[src/rtl/pio_pkg.sv]
package pio_pkg;

    localparam int DW     = 8;
    localparam int AW     = 2;
    localparam int NIB    = DW / 2;
    localparam int NREG   = 1 << AW;

    localparam logic [AW-1:0] ADR_A    = 2'd0;
    localparam logic [AW-1:0] ADR_B    = 2'd1;
    localparam logic [AW-1:0] ADR_C    = 2'd2;
    localparam logic [AW-1:0] ADR_CTRL = 2'd3;

    // bit positions inside the control word
    localparam int CW_SET = 7;
    localparam int CW_A   = 4;
    localparam int CW_CH  = 3;
    localparam int CW_B   = 1;
    localparam int CW_CL  = 0;

    // drive bits: 1 = group is an output
    typedef struct packed {
        logic a_drv;
        logic b_drv;
        logic ch_drv;
        logic cl_drv;
    } pio_drv_t;

    function automatic logic cw_accept(input logic [DW-1:0] w);
        return w[CW_SET] & ~w[6] & ~w[5] & ~w[2];
    endfunction

endpackage

[src/rtl/pio_bus_if.sv]
module pio_bus_if
    import pio_pkg::*;
#(
    parameter int A_W = AW,
    localparam int N_SEL = 1 << A_W
) (
    input  logic             clk,
    input  logic             rst,
    input  logic             cs_n,
    input  logic             rd_n,
    input  logic             wr_n,
    input  logic [A_W-1:0]   addr,
    output logic [N_SEL-1:0] sel,
    output logic             wr_pulse,
    output logic             rd_valid
);

    typedef struct packed {
        logic wr_act;
    } bus_s;

    bus_s st_d, st_q;
    logic wr_now;

    assign wr_now   = ~cs_n & ~wr_n;
    assign rd_valid = ~cs_n & ~rd_n & wr_n;
    assign wr_pulse = wr_now & ~st_q.wr_act;

    for (genvar i = 0; i < N_SEL; i++) begin : g_dec
        assign sel[i] = (addr == A_W'(i));
    end

    always_comb begin
        st_d        = st_q;
        st_d.wr_act = wr_now;
    end

    always_ff @(posedge clk) begin
        if (rst) st_q <= '0;
        else     st_q <= st_d;
    end

endmodule

[src/rtl/pio_ctrl_reg.sv]
module pio_ctrl_reg
    import pio_pkg::*;
#(
    parameter int D_W = DW
) (
    input  logic           clk,
    input  logic           rst,
    input  logic           wr_pulse,
    input  logic           sel_ctrl,
    input  logic [D_W-1:0] wdata,
    output pio_drv_t       drv,
    output logic           clr
);

    typedef struct packed {
        pio_drv_t drv;
    } ctrl_s;

    ctrl_s st_d, st_q;
    logic  take;

    assign take = wr_pulse & sel_ctrl & cw_accept(wdata[DW-1:0]);
    assign clr  = take;
    assign drv  = st_q.drv;

    always_comb begin
        st_d = st_q;
        if (take) begin
            st_d.drv.a_drv  = ~wdata[CW_A];
            st_d.drv.b_drv  = ~wdata[CW_B];
            st_d.drv.ch_drv = ~wdata[CW_CH];
            st_d.drv.cl_drv = ~wdata[CW_CL];
        end
    end

    always_ff @(posedge clk) begin
        if (rst) st_q <= '0;
        else     st_q <= st_d;
    end

endmodule

[src/rtl/pio_group.sv]
module pio_group #(
    parameter int W = 8
) (
    input  logic         clk,
    input  logic         rst,
    input  logic         ld,
    input  logic         clr,
    input  logic         drv,
    input  logic [W-1:0] wdata,
    input  logic [W-1:0] pins_in,
    output logic [W-1:0] pin_out,
    output logic [W-1:0] pin_oe,
    output logic [W-1:0] rdata
);

    typedef struct packed {
        logic [W-1:0] lat;
        logic [W-1:0] smp;
    } grp_s;

    grp_s st_d, st_q;

    assign pin_out = st_q.lat;
    assign pin_oe  = {W{drv}};
    assign rdata   = drv ? st_q.lat : st_q.smp;

    always_comb begin
        st_d     = st_q;
        st_d.smp = pins_in;
        if (clr)     st_d.lat = '0;
        else if (ld) st_d.lat = wdata;
    end

    always_ff @(posedge clk) begin
        if (rst) st_q <= '0;
        else     st_q <= st_d;
    end

endmodule

[src/rtl/pio_port_unit.sv]
module pio_port_unit
    import pio_pkg::*;
(
    input  logic          clk,
    input  logic          rst,
    input  logic          cs_n,
    input  logic          rd_n,
    input  logic          wr_n,
    input  logic [AW-1:0] addr,
    input  logic [DW-1:0] din,
    output logic [DW-1:0] dout,
    output logic          dout_oe,
    input  logic [DW-1:0] pa_in,
    output logic [DW-1:0] pa_out,
    output logic [DW-1:0] pa_oe,
    input  logic [DW-1:0] pb_in,
    output logic [DW-1:0] pb_out,
    output logic [DW-1:0] pb_oe,
    input  logic [DW-1:0] pc_in,
    output logic [DW-1:0] pc_out,
    output logic [DW-1:0] pc_oe
);

    logic [NREG-1:0] sel;
    logic            wr_pulse;
    logic            rd_valid;
    pio_drv_t        drv;
    logic            clr;
    logic [DW-1:0]   ra, rb, rc;
    logic [1:0]      c_drv;
    logic [DW-1:0]   rmux;

    pio_bus_if #(.A_W(AW)) u_bus (
        .clk      (clk),
        .rst      (rst),
        .cs_n     (cs_n),
        .rd_n     (rd_n),
        .wr_n     (wr_n),
        .addr     (addr),
        .sel      (sel),
        .wr_pulse (wr_pulse),
        .rd_valid (rd_valid)
    );

    pio_ctrl_reg #(.D_W(DW)) u_ctrl (
        .clk      (clk),
        .rst      (rst),
        .wr_pulse (wr_pulse),
        .sel_ctrl (sel[ADR_CTRL]),
        .wdata    (din),
        .drv      (drv),
        .clr      (clr)
    );

    pio_group #(.W(DW)) u_grp_a (
        .clk     (clk),
        .rst     (rst),
        .ld      (wr_pulse & sel[ADR_A]),
        .clr     (clr),
        .drv     (drv.a_drv),
        .wdata   (din),
        .pins_in (pa_in),
        .pin_out (pa_out),
        .pin_oe  (pa_oe),
        .rdata   (ra)
    );

    pio_group #(.W(DW)) u_grp_b (
        .clk     (clk),
        .rst     (rst),
        .ld      (wr_pulse & sel[ADR_B]),
        .clr     (clr),
        .drv     (drv.b_drv),
        .wdata   (din),
        .pins_in (pb_in),
        .pin_out (pb_out),
        .pin_oe  (pb_oe),
        .rdata   (rb)
    );

    assign c_drv = {drv.ch_drv, drv.cl_drv};

    for (genvar h = 0; h < 2; h++) begin : g_pc
        pio_group #(.W(NIB)) u_half (
            .clk     (clk),
            .rst     (rst),
            .ld      (wr_pulse & sel[ADR_C]),
            .clr     (clr),
            .drv     (c_drv[h]),
            .wdata   (din[h*NIB +: NIB]),
            .pins_in (pc_in[h*NIB +: NIB]),
            .pin_out (pc_out[h*NIB +: NIB]),
            .pin_oe  (pc_oe[h*NIB +: NIB]),
            .rdata   (rc[h*NIB +: NIB])
        );
    end

    always_comb begin
        unique case (addr)
            ADR_A:   rmux = ra;
            ADR_B:   rmux = rb;
            ADR_C:   rmux = rc;
            default: rmux = '0;
        endcase
    end

    assign dout_oe = rd_valid;
    assign dout    = rd_valid ? rmux : '0;

endmodule

[config.mk]
export PLATFORM = sky130hd
export DESIGN_NAME = pio_port_unit
export DESIGN_NICKNAME = d
export VERILOG_FILES = /design/src/rtl/pio_pkg.sv /design/src/rtl/pio_bus_if.sv /design/src/rtl/pio_ctrl_reg.sv /design/src/rtl/pio_group.sv /design/src/rtl/pio_port_unit.sv
export SDC_FILE = /design/constraint.sdc
export NUM_CORES = 1
export LEC_CHECK = 0
export BUFFER_PORTS_ARGS = -buffer_cell sky130_fd_sc_hd__buf_2
export CORE_ASPECT_RATIO = 0.7
export CORE_MARGIN = 2
export CORE_UTILIZATION = 54
export CTS_CLUSTER_DIAMETER = 50
export CTS_CLUSTER_SIZE = 14
export DETAILED_ROUTE_END_ITERATION = 16
export PLACE_DENSITY = 0.81
export SETUP_SLACK_MARGIN = 0.5
export SYNTH_ARGS = -nofsm -noshare
export SYNTH_HDL_FRONTEND = slang
export SYNTH_SLANG_ARGS = --single-unit
export TNS_END_PERCENT = 50
[constraint.sdc]
create_clock -name clk -period 4.65 [get_ports clk]
set_input_delay 0.2325 -clock clk [delete_from_list [all_inputs] [get_ports clk]]
set_output_delay 0.2325 -clock clk [all_outputs]
set_load 0.01 [all_outputs]
==> results of run 1 <==
routing by layer:
metal | up-vias | part of all wire [%] | GRT usage [%] | wire, microns
li1 | 1070 | - | - | -
met1 | 1010 | 45 | 31.9 | 2780
met2 | 108 | 43 | 31.6 | 2690
met3 | 17 | 9.6 | 6.85 | 597
met4 | 0 | 2.7 | 9.89 | 170
met5 | - | 0 | 0 | 0
stage by stage:
stage	power [mW]	util, %
floorplan	0.558	-
global placement	0.588	59.5
detailed placement	0.590	59.5
CTS	0.847	61.3
global route	0.883	61.3
finish	0.845	61.3
final cells by class:
type / instances / area [sq um]
Sequential cell: 53 / 1060
Fill cell: 450 / 1880
Multi-Input combinational cell: 171 / 1230
Inverter: 10 / 37.5
Timing Repair Buffer: 95 / 475
Tap cell: 69 / 86.3
Clock buffer: 7 / 86.3
cell usage in the layout (no fill, tap or decap):
cell type and count:
a31oi_1 8, nor3_1 2, nor2_1 5, a22oi_1 8, a21oi_2 2, or3_1 1
nand2_1 17, or2_2 1, nor3_4 1, clkbuf_8 6, clkbuf_1 1, or3b_2 1
a21oi_1 8, nand2b_1 8, nand3_1 8, o211ai_1 8, nor2b_1 30, or4b_1 11
o21ai_1 8, dfxtp_1 53, nand3b_1 8, o32ai_1 8, inv_1 10, buf_2 95
mux2_2 28
flip-flops by register name, summed over array words and instances (netlist names):
name	count
g_pc.u_half.st_q	8
u_grp_b.pin_out	8
g_pc.u_half.pin_out	8
u_grp_b.st_q	8
u_bus.st_q	1
u_grp_a.pin_out	8
u_ctrl.drv	4
u_grp_a.st_q	8
worst max-delay path by stage:
| stage | cells past startpoint | from | slack (ps) | end |
|---|---|---|---|---|
| after CTS | 4 | u_ctrl.drv[2] | 2510 | dout[0] |
| final | 4 | u_ctrl.drv[2] | 2530 | dout[0] |
| after global routing | 4 | u_ctrl.drv[2] | 2400 | dout[0] |
| after detailed placement | 4 | addr[0] | 2700 | u_ctrl.drv[0] |
| after global placement | 4 | addr[0] | 2720 | u_ctrl.drv[1] |
| after floorplan | 4 | u_bus.st_q | 3030 | u_ctrl.drv[0] |
power by group through the flow:
stage	logic [mW]	registers, mW	clock network [mW]
after global routing	0.111	0.483	0.290
after global placement	0.0979	0.490	0
after CTS	0.0999	0.480	0.266
final	0.101	0.481	0.264
after detailed placement	0.0994	0.491	0
after floorplan	0.0700	0.488	0
cells by family (layout without fill, tap and decap cells):
group	Yosys count	after routing	synth area share (%)
muxes	28	28	11.4
DFF	53	53	38.4
AOI/OAI and AO/OA	50	50	12.2
buffers and inverters	78	112	17.1
and+or+nand+nor	93	93	20.9
==> key figures, run 1 <==
CTS
  – Worst-path clk slew: 90 ps
  – CTS tree: built
  – Clock Tree Buf Depth: 2
  – Clk Latency, worst-skew pair: 310 ps
  – Root Buffer: clkbuf_8
  – CTS Buf Count: 5
  – # resized after CTS: 0
  – Clock Sinks: 53
  – Number of H-tree levels: 2
  – Total setup buffers inserted after CTS: 0
  – Hold_buf cts: 0

Synth
  – Post-synthesis cell type count: 26
  – Mapped cell area: 2770 sq um
  – Cell taking the most area after synthesis: dfxtp_1
  – Async set-reset flop share out of synthesis: 0%
  – Syn Nets: approximately 340
  – FF+latch count, synth: 53
  – Area share of the largest cell type after synthesis: between 30% and 40%
  – Register area share after synthesis: 38.4%
  – Syn avg cell area: 9.16 sq um
  – Post-Syn Instances: 302
  – Post-synth top cells: 53 x dfxtp_1, 48 x buf_4, 30 x nor2b_1
  – Synth top area cells: dfxtp_1 38%, buf_4 13%, mux2_2 11%, nor2b_1 6.8%, or4b_1 4.0%
  – EDFF count, synth: 0
  – Dominant synthesized flop cell: dfxtp_1
  – Top-count cell post-synth: dfxtp_1
  – Yosys warning total: 0

Timing
  – Least-Margin Pin Slew: around 1200 ps
  – Fin crit period: approximately 2100 ps
  – Setup TNS Final: 0 ps
  – Achievable Freq: 471 MHz
  – Hold WS: 122 ps
  – Final setup fails: 0
  – Tcrit/Tclk final: 45.7%
  – Rel. slew slack: around 22%
  – Fin. Hold Viols: 0
  – Final Max Tran Viols: 0
  – Slack of the critical path: 2530 ps
  – Unrepaired setup endpoints after global routing: no
  – Clock skew: 4.22 ps

Power and ir drop
  – Leakage power total: 1.30 nW
  – Peak VDD IR: 0.000131 V
  – Cell Int Power: ~0.63 mW
  – Switch Pwr: approximately 0.21 mW
  – Sequential power share: 56.9%
  – Comb pwr share: between 10% and 20%
  – Clock power frac: 31.2%
  – Cell Pwr Density: ~280 nW/um^2
  – Net Sw Frac: 24.9%

Place
  – Port bufs: 95
  – Post-Place Cell Area: 2890 sq um
  – Cell Count Post-Placement: between 300 and 400
  – HPWL Detailed: 4450 microns
  – Pre-CTS setup slack: 2700 ps
  – GPL Wtd Cong: approximately 0.9

Final layout
  – Diode count: 0
  – Area Growth Syn to Fin: 7.64%
  – Share of post-route cells with drive strength above 1: about 40%
  – Final nets: 375
  – Final instance area: 2980 sq um
  – Layout Cells excl Fill: just over 400

GRT
  – Global-route wire length before repair: 9720 microns
  – Pin count of the biggest net entering global routing: 74
  – Initial antenna violation count: 0
  – GR Overflow Total: 0
  – Vias in the first global route: 1,987
  – Tot GR Track Use: 22.6%

Die
  – Core Rows: 21
  – Chip width: roughly 90 microns
  – DIE AREA: ~5700 sq um
  – Die Span Y: 63.9 microns
  – Initial Util: 56.9%
  – I/O pin total: 96
  – Core area: 4860 sq um

Critical path
  – Sum of buffers and inverters on the critical path: 1
  – Critical path fanouts, max: 17
  – R2r setup slk: 2790 ps
  – WS Path Type: reg -> out
  – Peak per-stage delay on the critical path: 690 ps
  – CP Capture Type: output port
  – Critical Path AT: 1890 ps
  – Critical path cell sequence: mux2_2 -> a22oi_1 -> a21oi_1 -> buf_2
  – Setup crit start kind: register
  – WP data required: 4420 ps
  – Top delay family on crit path: flip-flops
  – Worst r2r path cells: 3
  – Reg2reg end: u_ctrl.drv[3]
  – CP max stage cell: dfxtp_1
  – Worst flop-to-flop path startpoint: u_bus.st_q

Drt
  – DRT antenna net count: 0
  – Vias/cell: 5.44
  – Pre-antenna DRT Iters: 4
  – DR WL/cell: 15.4 microns
  – Routed WL: 6240 microns
  – DR vias: ~2,200
  – DRC: 0
  – Initial DRC count: 148

Outcome
  – Outcome: finished clean

Worst hold path
  – Hold Path Stages: 2
  – Hold_sp: pa_in[1]
  – Worst hold-check path type: in -> reg
  – Hold EP: u_grp_a.st_q[1]

Job
  – Max-cap viol count: 0
(Power assumes the default switching activity.)
==> run 2: changes to the inputs <==
--- a/config.mk
+++ b/config.mk
@@ -8,11 +8,11 @@
 export BUFFER_PORTS_ARGS = -buffer_cell sky130_fd_sc_hd__buf_2
 export CORE_ASPECT_RATIO = 0.7
 export CORE_MARGIN = 2
-export CORE_UTILIZATION = 54
+export CORE_UTILIZATION = 50
 export CTS_CLUSTER_DIAMETER = 50
 export CTS_CLUSTER_SIZE = 14
 export DETAILED_ROUTE_END_ITERATION = 16
-export PLACE_DENSITY = 0.81
+export PLACE_DENSITY = 0.76
 export SETUP_SLACK_MARGIN = 0.5
 export SYNTH_ARGS = -nofsm -noshare
 export SYNTH_HDL_FRONTEND = slang
==> constraint.sdc (replaced) <==
create_clock -name clk -period 2.1 [get_ports clk]
set_input_delay 0.105 -clock clk [delete_from_list [all_inputs] [get_ports clk]]
set_output_delay 0.105 -clock clk [all_outputs]
set_load 0.01 [all_outputs]
==> key figures, run 2 (synthesized netlist as in run 1, its figures left out) <==
Drt
  – Initial DRC count: 161
  – DR WL/cell: 15.9 microns
  – DR vias: between 2,000 and 2,500
  – Routed WL: 7010 microns
  – DRC: 0
  – Pre-antenna DRT Iters: 4
  – DRT antenna net count: 0
  – Vias/cell: about 5.3

Power and ir drop
  – Leakage power total: 1.49 nW
  – Peak VDD IR: 0.000316 V
  – Cell Pwr Density: 607 nW/um^2

Worst hold path
  – Hold_sp: pa_in[6]
  – Worst hold-check path type: in -> reg

GRT
  – Top Usage Layer GRT: met2
  – Routing usage on met1: 30.4%
  – Tot GR Track Use: 23.0%
  – Met3 global-route usage: 4.79%
  – GR Overflow Total: 0
  – Initial antenna violation count: 0
  – Vias in the first global route: about 2,200
  – Global-route wire length before repair: around 11,000 microns
  – Met2 Use GR: 37.5%
  – Pin count of the biggest net entering global routing: 52

Outcome
  – Outcome: finished, violations left
  – Violated checks: negative hold slack

Place
  – Cell Count Post-Placement: 407
  – Port bufs: 95
  – HPWL Detailed: 4780 microns
  – GPL Wtd Cong: just under 0.9
  – Pre-CTS setup slack: 262 ps

Critical path
  – Critical Path AT: 1540 ps
  – Setup crit start kind: register
  – Crit path from: u_ctrl.drv[0]
  – Worst r2r path cells: 3
  – Crit path capture: dout[0]
  – Critical path fanouts, max: 6
  – WS Path Type: reg -> out
  – Worst flop-to-flop path startpoint: u_bus.st_q
  – R2r setup slk: 490 ps
  – Reg2reg end: g_pc[1].u_half.pin_out[1]
  – CP Capture Type: output port
  – WP data required: 2000 ps

CTS
  – Number of H-tree levels: 2
  – CTS tree: built
  – Root Buffer: clkbuf_8
  – Worst-path clk slew: 90 ps
  – Clk Latency, worst-skew pair: 320 ps
  – Clock Tree Buf Depth: 2
  – CTS Buf Count: 5
  – Clock Sinks: 53

Final layout
  – Area Growth Syn to Fin: 23.1%
  – Layout Cells excl Fill: 440
  – Most common cell after layout, fill and taps aside: buf_2
  – Final nets: ~410
  – Filler cells: around 470
  – Leading cell types in the layout, fill and taps excluded: 95 x buf_2, 48 x dfxtp_1, 30 x nor2b_1
  – Diode count: 0
  – Share of post-route cells with drive strength above 1: 45.9%

Die
  – DIE AREA: 6150 sq um
  – Core Rows: 22
  – Initial Util: 52.3%
  – Core area: 5290 sq um
  – I/O pin total: 96
  – Chip width: roughly 93 microns
  – Die Span Y: about 66 microns

Timing
  – Tcrit/Tclk final: 78.2%
  – Final setup fails: 0
  – Least-Margin Pin Slew: 783 ps
  – Final Max Tran Viols: 0
  – Setup TNS Final: 0 ps
  – Unrepaired setup endpoints after global routing: yes
  – Hold WS: -1.43 ps
  – Achievable Freq: 609 MHz
  – Clock skew: 7.29 ps
  – Fin. Hold Viols: 1
  – Slack of the critical path: 458 ps
  – Rel. slew slack: 47.8%
  – Fin crit period: 1640 ps

Job
  – Max-cap viol count: 0
-- run 2: cell count changes in the layout (fill, tap and decap cells not counted), sizes merged --
cell	previous run	this run
bufinv	0	1
dlygate4sd3	0	13
buf	95	113
-- run 2: how the worst min path moves through the flow --
stage	end	slack (ps)	cells after the start
global placement	u_grp_a.st_q[3]	310	2
CTS	u_grp_b.st_q[1]	0.5	2
global route	g_pc[0].u_half.st_q[0]	10	2
finish	u_grp_a.st_q[6]	-1	2
floorplan	u_bus.st_q	180	1
detailed placement	u_grp_a.st_q[1]	320	2
-- run 2: per-layer routing --
metal	wire, microns	share of wire [%]
met2	3230	46
met3	479	6.8
met5	0	0
met4	114	1.6
met1	3190	45
-- run 2: metrics by stage --
step / util [%] / cell area [sq um] / power [mW]
2_1_floorplan: - / 2770 / 1.24
3_3_place_gp: 55.6 / 2940 / 1.31
3_5_place_dp: 55.6 / 2940 / 1.32
4_1_cts: 62.5 / 3310 / 2.05
5_1_grt: 64.4 / 3410 / 2.14
6_report: 64.4 / 3410 / 2.07
-- run 2: what timing repair did --
item | CTS | global route
setup endpoints to repair | 28 | 21
pin swaps | 3 | 4
hold endpoints to repair | 11 | 2
resized for setup | 23 | 13
hold buffers | 11 | 2
buffers inserted | 9 | 3
-- run 2: area by class of cell --
type	instances	area, sq um	share of cell area [%]
multi-input cells	171	1340	39.2
flip-flops and latches	53	1080	31.6
repair buffers	126	748	22.0
well taps	72	90.1	2.65
clock buffers	7	86.3	2.53
inverters	10	37.5	1.10
clock inverters	1	30.0	0.882
-- run 2: critical path, cell delays in order, from the launching register on --
cell	delay, ps
dfxtp_4	410
mux2_4	320
a22oi_2	250
a21oi_2	90
buf_2	150
-- run 2: where the power goes --
group	leakage, nW	total, mW	internal [mW]	switching [mW]
combinational	0.994	0.273	0.134	0.138
clock	0.0585	0.735	0.389	0.346
sequential	0.438	1.06	1.04	0.0215
